[config.mk]
export PLATFORM = sky130hd
export DESIGN_NAME = boot_seq_top
export DESIGN_NICKNAME = d
export VERILOG_FILES = /design/src/rtl/boot_pkg.sv /design/src/rtl/boot_rx_hold.sv /design/src/rtl/boot_tx_gate.sv /design/src/rtl/boot_len_addr.sv /design/src/rtl/boot_seq_top.sv
export SDC_FILE = /design/constraint.sdc
export NUM_CORES = 1
export LEC_CHECK = 0
export BUFFER_PORTS_ARGS = -buffer_cell sky130_fd_sc_hd__buf_4
export CAP_MARGIN = 25
export CORE_MARGIN = 2
export CORE_UTILIZATION = 55
export DETAILED_ROUTE_END_ITERATION = 10
export PLACE_DENSITY = 0.83
export SLEW_MARGIN = 20
export SYNTH_ARGS = -nofsm -noshare
export SYNTH_HDL_FRONTEND = slang
export SYNTH_HIERARCHICAL = 1
export SYNTH_SLANG_ARGS = --single-unit
[constraint.sdc]
create_clock -name clk -period 2.5 [get_ports clk]
set_input_delay 0.5 -clock clk [delete_from_list [all_inputs] [get_ports clk]]
set_output_delay 0.5 -clock clk [all_outputs]
set_load 0.02 [all_outputs]
[src/rtl/boot_pkg.sv]
// Package: shared state encoding and protocol byte values for the boot loader
// sequencer. Assumes nothing beyond byte-wide UART data.
package boot_pkg;

    typedef enum logic [3:0] {
        ST_IDLE      = 4'd0,
        ST_SYNC      = 4'd1,
        ST_ACK       = 4'd2,
        ST_LEN_HI    = 4'd3,
        ST_LEN_LO    = 4'd4,
        ST_LEN_CHK   = 4'd5,
        ST_DATA      = 4'd6,
        ST_WRITE     = 4'd7,
        ST_CHECK     = 4'd8,
        ST_ERASE     = 4'd9,
        ST_FIN_TX    = 4'd10,
        ST_FIN_WAIT  = 4'd11,
        ST_RUN       = 4'd12,
        ST_FAIL_TX   = 4'd13,
        ST_FAIL_WAIT = 4'd14,
        ST_HALT      = 4'd15
    } seq_state_t;

    localparam logic [7:0] SYNC_BYTE = 8'h55;
    localparam logic [7:0] ACK_BYTE  = 8'hAA;
    localparam logic [7:0] FAIL_BYTE = 8'hFF;

endpackage

[src/rtl/boot_rx_hold.sv]
// Module: one-byte receive holding register.
// Captures each received byte. The sequencer frees the register with 'take'.
// A new byte arriving in the same cycle as 'take' wins and stays valid.
// Assumes the host does not send two bytes while one is still held
// (the echo pacing of the protocol guarantees this).
module boot_rx_hold (
    input  logic       clk,
    input  logic       rst_n,
    input  logic       rx_valid,
    input  logic [7:0] rx_byte,
    input  logic       take,
    output logic       hold_vld,
    output logic [7:0] hold_data
);

    // Purpose: latch incoming byte, clear on consumption.
    always_ff @(posedge clk) begin
        if (!rst_n) begin
            hold_vld  <= 1'b0;
            hold_data <= 8'h00;
        end else if (rx_valid) begin
            hold_vld  <= 1'b1;
            hold_data <= rx_byte;
        end else if (take) begin
            hold_vld  <= 1'b0;
        end
    end

endmodule

[src/rtl/boot_tx_gate.sv]
// Module: transmit issue stage.
// Registers one byte for the serializer and reports when a new byte may be
// issued. Assumes the serializer raises tx_busy in the cycle after tx_load.
// The registered load flag covers that one-cycle gap.
module boot_tx_gate (
    input  logic       clk,
    input  logic       rst_n,
    input  logic       send,
    input  logic [7:0] send_val,
    input  logic       tx_busy,
    output logic       tx_load,
    output logic [7:0] tx_byte,
    output logic       tx_idle
);

    logic       load_q;
    logic [7:0] byte_q;

    // Purpose: register the load strobe and its byte.
    always_ff @(posedge clk) begin
        if (!rst_n) begin
            load_q <= 1'b0;
            byte_q <= 8'h00;
        end else begin
            load_q <= send;
            if (send) begin
                byte_q <= send_val;
            end
        end
    end

    // Purpose: idle only when no byte is shifting and none was just loaded.
    always_comb begin
        tx_idle = !tx_busy && !load_q;
    end

    assign tx_load = load_q;
    assign tx_byte = byte_q;

endmodule

[src/rtl/boot_len_addr.sv]
// Module: length register, remaining-byte counter and load-address generator.
// The upper length byte is stored first. The lower byte completes the length
// and restarts the address index at zero. Each acknowledged write decrements
// the remaining count and advances the index.
// Assumes that 'step' is never given while the remaining count is zero.
module boot_len_addr #(
    parameter int          LW      = 16,
    parameter int          AW      = 20,
    parameter logic [AW-1:0] BASE  = 20'hFF300,
    parameter int          MAX_LEN = 3072
) (
    input  logic          clk,
    input  logic          rst_n,
    input  logic          ld_hi,
    input  logic          ld_lo,
    input  logic          step,
    input  logic [7:0]    byte_in,
    output logic          len_bad,
    output logic          last,
    output logic [AW-1:0] addr
);

    localparam int          HW     = LW - 8;
    localparam logic [LW-1:0] MAX_V = LW'(MAX_LEN);
    localparam logic [LW-1:0] ONE_V = LW'(1);

    logic [HW-1:0] hi_q;
    logic [LW-1:0] remain_q;
    logic [LW-1:0] idx_q;

    // Purpose: assemble the length, upper byte first.
    always_ff @(posedge clk) begin
        if (!rst_n) begin
            hi_q <= '0;
        end else if (ld_hi) begin
            hi_q <= HW'(byte_in);
        end
    end

    // Purpose: track remaining bytes and the write index.
    always_ff @(posedge clk) begin
        if (!rst_n) begin
            remain_q <= '0;
            idx_q    <= '0;
        end else if (ld_lo) begin
            remain_q <= {hi_q, byte_in};
            idx_q    <= '0;
        end else if (step) begin
            remain_q <= remain_q - ONE_V;
            idx_q    <= idx_q + ONE_V;
        end
    end

    // Purpose: length validity, last-byte flag and the write address.
    always_comb begin
        len_bad = (remain_q == '0) || (remain_q > MAX_V);
        last    = (remain_q == ONE_V);
        addr    = BASE + AW'(idx_q);
    end

endmodule

[src/rtl/boot_seq_top.sv]
// Module: serial boot loader sequencer (top).
// Runs after bit-rate calibration:
//   1. sync handshake;
//   2. length reception, upper byte first;
//   3. program reception, with an echo of every byte;
//   4. sequential RAM writes;
//   5. flash blank check and erase if needed;
//   6. final acknowledge, then start of execution, or the error byte and a
//      halt on a failed erase.
// Assumptions: tx_busy rises the cycle after tx_load. RAM and flash ports
// hold their request until a one-cycle acknowledge, and chk_blank and ers_ok
// are valid together with their acknowledge.
module boot_seq_top #(
    parameter int            AW      = 20,
    parameter int            LW      = 16,
    parameter logic [AW-1:0] BASE    = 20'hFF300,
    parameter int            MAX_LEN = 3072
) (
    input  logic          clk,
    input  logic          rst_n,
    input  logic          cal_done,
    input  logic          rx_valid,
    input  logic [7:0]    rx_byte,
    input  logic          tx_busy,
    output logic          tx_load,
    output logic [7:0]    tx_byte,
    output logic          ram_req,
    output logic [AW-1:0] ram_addr,
    output logic [7:0]    ram_wdata,
    input  logic          ram_ack,
    output logic          chk_req,
    input  logic          chk_ack,
    input  logic          chk_blank,
    output logic          ers_req,
    input  logic          ers_ack,
    input  logic          ers_ok,
    output logic          exec_start,
    output logic [AW-1:0] exec_addr,
    output logic          halt
);
    import boot_pkg::*;

    seq_state_t st, nxt;

    logic       hold_vld;
    logic [7:0] hold_data;
    logic       take;
    logic       send;
    logic [7:0] send_val;
    logic       tx_idle;
    logic       ld_hi, ld_lo, step, cap;
    logic       len_bad, last;
    logic [7:0] wdata_q;

    boot_rx_hold u_rx (
        .clk       (clk),
        .rst_n     (rst_n),
        .rx_valid  (rx_valid),
        .rx_byte   (rx_byte),
        .take      (take),
        .hold_vld  (hold_vld),
        .hold_data (hold_data)
    );

    boot_tx_gate u_tx (
        .clk      (clk),
        .rst_n    (rst_n),
        .send     (send),
        .send_val (send_val),
        .tx_busy  (tx_busy),
        .tx_load  (tx_load),
        .tx_byte  (tx_byte),
        .tx_idle  (tx_idle)
    );

    boot_len_addr #(
        .LW      (LW),
        .AW      (AW),
        .BASE    (BASE),
        .MAX_LEN (MAX_LEN)
    ) u_len (
        .clk     (clk),
        .rst_n   (rst_n),
        .ld_hi   (ld_hi),
        .ld_lo   (ld_lo),
        .step    (step),
        .byte_in (hold_data),
        .len_bad (len_bad),
        .last    (last),
        .addr    (ram_addr)
    );

    // Purpose: state register.
    always_ff @(posedge clk) begin
        if (!rst_n) begin
            st <= ST_IDLE;
        end else begin
            st <= nxt;
        end
    end

    // Purpose: capture the program byte presented to RAM.
    always_ff @(posedge clk) begin
        if (!rst_n) begin
            wdata_q <= 8'h00;
        end else if (cap) begin
            wdata_q <= hold_data;
        end
    end

    // Purpose: next-state and per-cycle control strobes.
    always_comb begin
        nxt      = st;
        take     = 1'b0;
        send     = 1'b0;
        send_val = 8'h00;
        ld_hi    = 1'b0;
        ld_lo    = 1'b0;
        step     = 1'b0;
        cap      = 1'b0;
        case (st)
            ST_IDLE: begin
                take = hold_vld;
                if (cal_done) nxt = ST_SYNC;
            end
            ST_SYNC: begin
                if (hold_vld && tx_idle) begin
                    take = 1'b1;
                    if (hold_data == SYNC_BYTE) nxt = ST_ACK;
                end
            end
            ST_ACK: begin
                if (tx_idle) begin
                    send     = 1'b1;
                    send_val = ACK_BYTE;
                    nxt      = ST_LEN_HI;
                end
            end
            ST_LEN_HI: begin
                if (hold_vld && tx_idle) begin
                    take     = 1'b1;
                    send     = 1'b1;
                    send_val = hold_data;
                    ld_hi    = 1'b1;
                    nxt      = ST_LEN_LO;
                end
            end
            ST_LEN_LO: begin
                if (hold_vld && tx_idle) begin
                    take     = 1'b1;
                    send     = 1'b1;
                    send_val = hold_data;
                    ld_lo    = 1'b1;
                    nxt      = ST_LEN_CHK;
                end
            end
            ST_LEN_CHK: begin
                nxt = len_bad ? ST_HALT : ST_DATA;
            end
            ST_DATA: begin
                if (hold_vld && tx_idle) begin
                    take     = 1'b1;
                    send     = 1'b1;
                    send_val = hold_data;
                    cap      = 1'b1;
                    nxt      = ST_WRITE;
                end
            end
            ST_WRITE: begin
                if (ram_ack) begin
                    step = 1'b1;
                    nxt  = last ? ST_CHECK : ST_DATA;
                end
            end
            ST_CHECK: begin
                if (chk_ack) nxt = chk_blank ? ST_FIN_TX : ST_ERASE;
            end
            ST_ERASE: begin
                if (ers_ack) nxt = ers_ok ? ST_FIN_TX : ST_FAIL_TX;
            end
            ST_FIN_TX: begin
                if (tx_idle) begin
                    send     = 1'b1;
                    send_val = ACK_BYTE;
                    nxt      = ST_FIN_WAIT;
                end
            end
            ST_FIN_WAIT: begin
                if (tx_idle) nxt = ST_RUN;
            end
            ST_RUN: begin
                take = hold_vld;
            end
            ST_FAIL_TX: begin
                if (tx_idle) begin
                    send     = 1'b1;
                    send_val = FAIL_BYTE;
                    nxt      = ST_FAIL_WAIT;
                end
            end
            ST_FAIL_WAIT: begin
                if (tx_idle) nxt = ST_HALT;
            end
            ST_HALT: begin
                take = hold_vld;
            end
            default: nxt = ST_IDLE;
        endcase
    end

    // Purpose: state-decoded outputs toward RAM, flash and the CPU.
    always_comb begin
        ram_req    = (st == ST_WRITE);
        ram_wdata  = wdata_q;
        chk_req    = (st == ST_CHECK);
        ers_req    = (st == ST_ERASE);
        exec_start = (st == ST_RUN);
        exec_addr  = BASE;
        halt       = (st == ST_HALT);
    end

endmodule

==> run_results.csv <==
group,metric,value,unit
synthesis,ys.flop_type,"dfxtp_1",
setup_path,crit_required,2.00,ns
timing,maxSlewHeadroom,0.610,
floorplan,die_w,88.7,um
setup_path,critPathLaunchType,"flop",
floorplan,core,6870,sq um
synthesis,yosys_warnings,6,
synthesis,ys_seq_area_frac,0.355,
timing,drv_slew,0,
power,seqPwrFrac,0.428,
floorplan,fp-row-count,30,
route,via_count,3326,
finish,antenna_cells,0,
setup_path,crit_start,"u_len/idx_q[8]",
clock_network,cts_hold_buffers,0,
setup_path,worstSetupEndpointType,"output pin",
synthesis,ys_ff_latch,70,
power,power.leakage,1.83,nW
clock_network,cts_root_buffer,"clkbuf_8",
finish,fin_nets,533,
run,maxCapViolCount,0,
place,hpwl,6250,um
clock_network,postCtsSetupBuffers,0,
floorplan,die-area,7880,sq um
route,postRouteAntennaNets,0,
power,intPower,0.00190,W
place,pre_cts_ws,0.320,ns
setup_path,r2r.worst_path.cells,7,
place,globalplace.congestion,0.858,
power,netSwitchingPower,0.000852,W
route,dr.first_iter.drc_count,220,
setup_path,crit_chain,"or2_2, a31oi_1, nand2_1, nor2_1, buf_4",
global_route,grt.overflow.total,0,
synthesis,synth_edf_count,0,
hold_path,hp-class,"in -> reg",
route,viasPerCell,5.44,
finish,fin_cells,611,
timing,worstMarginPinSlew,0.580,ns
floorplan,chipHeight,88.7,um
floorplan,pin_count,80,
power,pwr-share-comb,0.239,
timing,fmax,437,MHz
timing,clock_skew,0.00962,ns
synthesis,async_reset_ff_frac,0,
finish,drive_gt1_frac,0.200,
timing,fin_setup_tns,0,ns
global_route,grt_usage,0.220,
power,pwr_density_cell,601,nW/um^2
power,sw_frac_of_total,0.310,
clock_network,clk_latency,0.34,ns
timing,timing.hold.ws,0.420,ns
place,port-buffer-count,59,
global_route,first_global_vias,3092,
global_route,grt_pass1_wl,13700,um
setup_path,cpMaxStageDelayCell,"dfxtp_1",
synthesis,synth_area,3950,sq um
clock_network,cts_buffer_depth,2,
power,irDropWorstVdd,529,uV
route,dr.pass1.iters,5,
timing,hold_viol,0,
clock_network,cts.repair.resized,0,
setup_path,critical_path_class,"reg -> out",
timing,post-route-min-period,2.29,ns
global_route,grt_max_degree,47,
timing,rsz0062_at_grt,"false",
synthesis,yosysUniqueCellTypes,60,
setup_path,reg2reg_from,"st[3]",
finish,area_delta_synth_final,15.9,%
power,power.share.clock,0.333,
global_route,antenna_found_initial,0,
clock_network,cts_tree,"built",
place,dp_cells,595,
hold_path,worstHoldStart,"rx_byte[5]",
timing,setup_viol,0,
route,wire_per_inst,14.0,um
route,wirelength,8580,um
hold_path,min_path_cells,3,
floorplan,initial_core_util,0.575,
timing,fin_ws,0.212,ns
setup_path,cp.arrival,1.79,ns
status,outcome,"finished, final reports clean",
setup_path,max_stage_delay,0.39,ns
clock_network,cts_sinks,70,
timing,post-route-period-util,0.915,
setup_path,cp_max_fo,5,
clock_network,cts_htree_levels,3,
synthesis,synth_cells,457,
synthesis,avgSynthCellArea,8.64,sq um
route,drc,0,
clock_network,numCtsBuffers,9,
clock_network,clk_pin_slew,0.07,ns
## sequential cells by signal, indices dropped and copies added, names as in the netlist
name and flops:
ram_wdata 8, st 4, u_len/hi_q 8, u_len/idx_q 16, u_len/remain_q 16, u_rx/hold_data 8
u_rx/hold_vld 1, u_tx/tx_byte 8, u_tx/tx_load 1
## metrics by stage
stage	util	power, W	cell area, sq um
2_1_floorplan	-	0.00172	4020
3_3_place_gp	0.637	0.00183	4380
3_5_place_dp	0.637	0.00185	4380
4_1_cts	0.666	0.00275	4580
5_1_grt	0.666	0.00288	4580
6_report	0.666	0.00275	4580
## power by group through the flow
stage / registers, W / logic, W / clock network (W)
6_report: 0.00118 / 0.000658 / 0.000917
5_1_grt: 0.00118 / 0.000715 / 0.000984
4_1_cts: 0.00118 / 0.000649 / 0.000927
3_5_place_dp: 0.00120 / 0.000649 / 0
3_3_place_gp: 0.00120 / 0.000634 / 0
2_1_floorplan: 0.00121 / 0.000509 / 0
## area by class of cell
type	instances	area, sq um
fill	577	2290
multi-input combinational	343	2250
sequential	70	1400
timing repair buffer	75	563
clock buffer	11	141
tap	96	120
clock inverter	5	58.8
inverter	11	41.3
## worst paths after layout
kind / to / slack (ns)
worst max-delay path: ram_addr[19] / 0.21
worst min-delay path: u_rx/hold_data[5] / 0.42
worst max register to register: u_len/remain_q[15] / 0.30
worst min register to register: u_len/idx_q[9] / 0.50
## metal layers
| metal | GRT usage | vias up | part of all wire |
|---|---|---|---|
| li1 | - | 1659 | - |
| met3 | 0.0513 | 10 | 0.061 |
| met1 | 0.269 | 1542 | 0.45 |
| met4 | 0.0744 | 0 | 0.014 |
| met5 | 0 | - | 0 |
| met2 | 0.379 | 115 | 0.48 |
## cells in the final DEF (no fill, tap or decap), types with 3 or more instances in the layout
cell type  count
a211oi_1       3
a21o_1         8
a21oi_1       22
a31oi_1        3
and2_1         6
and3_1         3
buf_4         75
clkbuf_8      10
conb_1        20
dfxtp_1       70
ha_1           5
inv_1         11
mux2i_1       35
nand2_1       25
nand2b_1       7
nand3_1       11
nand4_1        9
nor2_1        41
nor2b_1       30
nor3_1         7
nor4_1         5
o21ai_0       25
o21bai_1       3
o31ai_1        3
or3_1          5
xnor2_1       10
xor2_1        19
## kinds of logic (layout without fill, tap and decap cells)
group | after synthesis | after routing | synth area share
flip-flops | 70 | 70 | 0.355
AND/OR/NAND/NOR | 169 | 169 | 0.240
other | 2 | 20 | 0.00190
multiplexers | 35 | 35 | 0.0887
XOR/XNOR | 29 | 29 | 0.0643
buffers and inverters | 62 | 102 | 0.0925
AO/OA/AOI/OAI | 85 | 85 | 0.142
adder cells (fa/ha/maj) | 5 | 5 | 0.0158
## Yosys cell counts (all sizes together), types with 5 or more instances
master	number	share of area
a21oi	22	0.028
clkbuf	15	0.014
ha	5	0.016
xnor2	10	0.022
o21ai	25	0.032
nand3	11	0.014
a21o	8	0.015
xor2	19	0.042
mux2i	35	0.089
and2	7	0.011
nand4	10	0.020
nand2	25	0.024
nand2b	7	0.011
or3	5	0.0079
nor2	41	0.039
inv	11	0.010
dfxtp	70	0.35
nor4	6	0.011
buf	36	0.068
nor2b	30	0.048
a211oi	5	0.012
nor3	8	0.013
## worst max-delay path, delay by kind of cell, from the launching register on
family	cells	cell delay, ns
simple gates	3	0.64
flops	1	0.39
compound gates	1	0.25
buf+inv	1	0.18
Note: power is estimated with default switching activity, not from simulation.
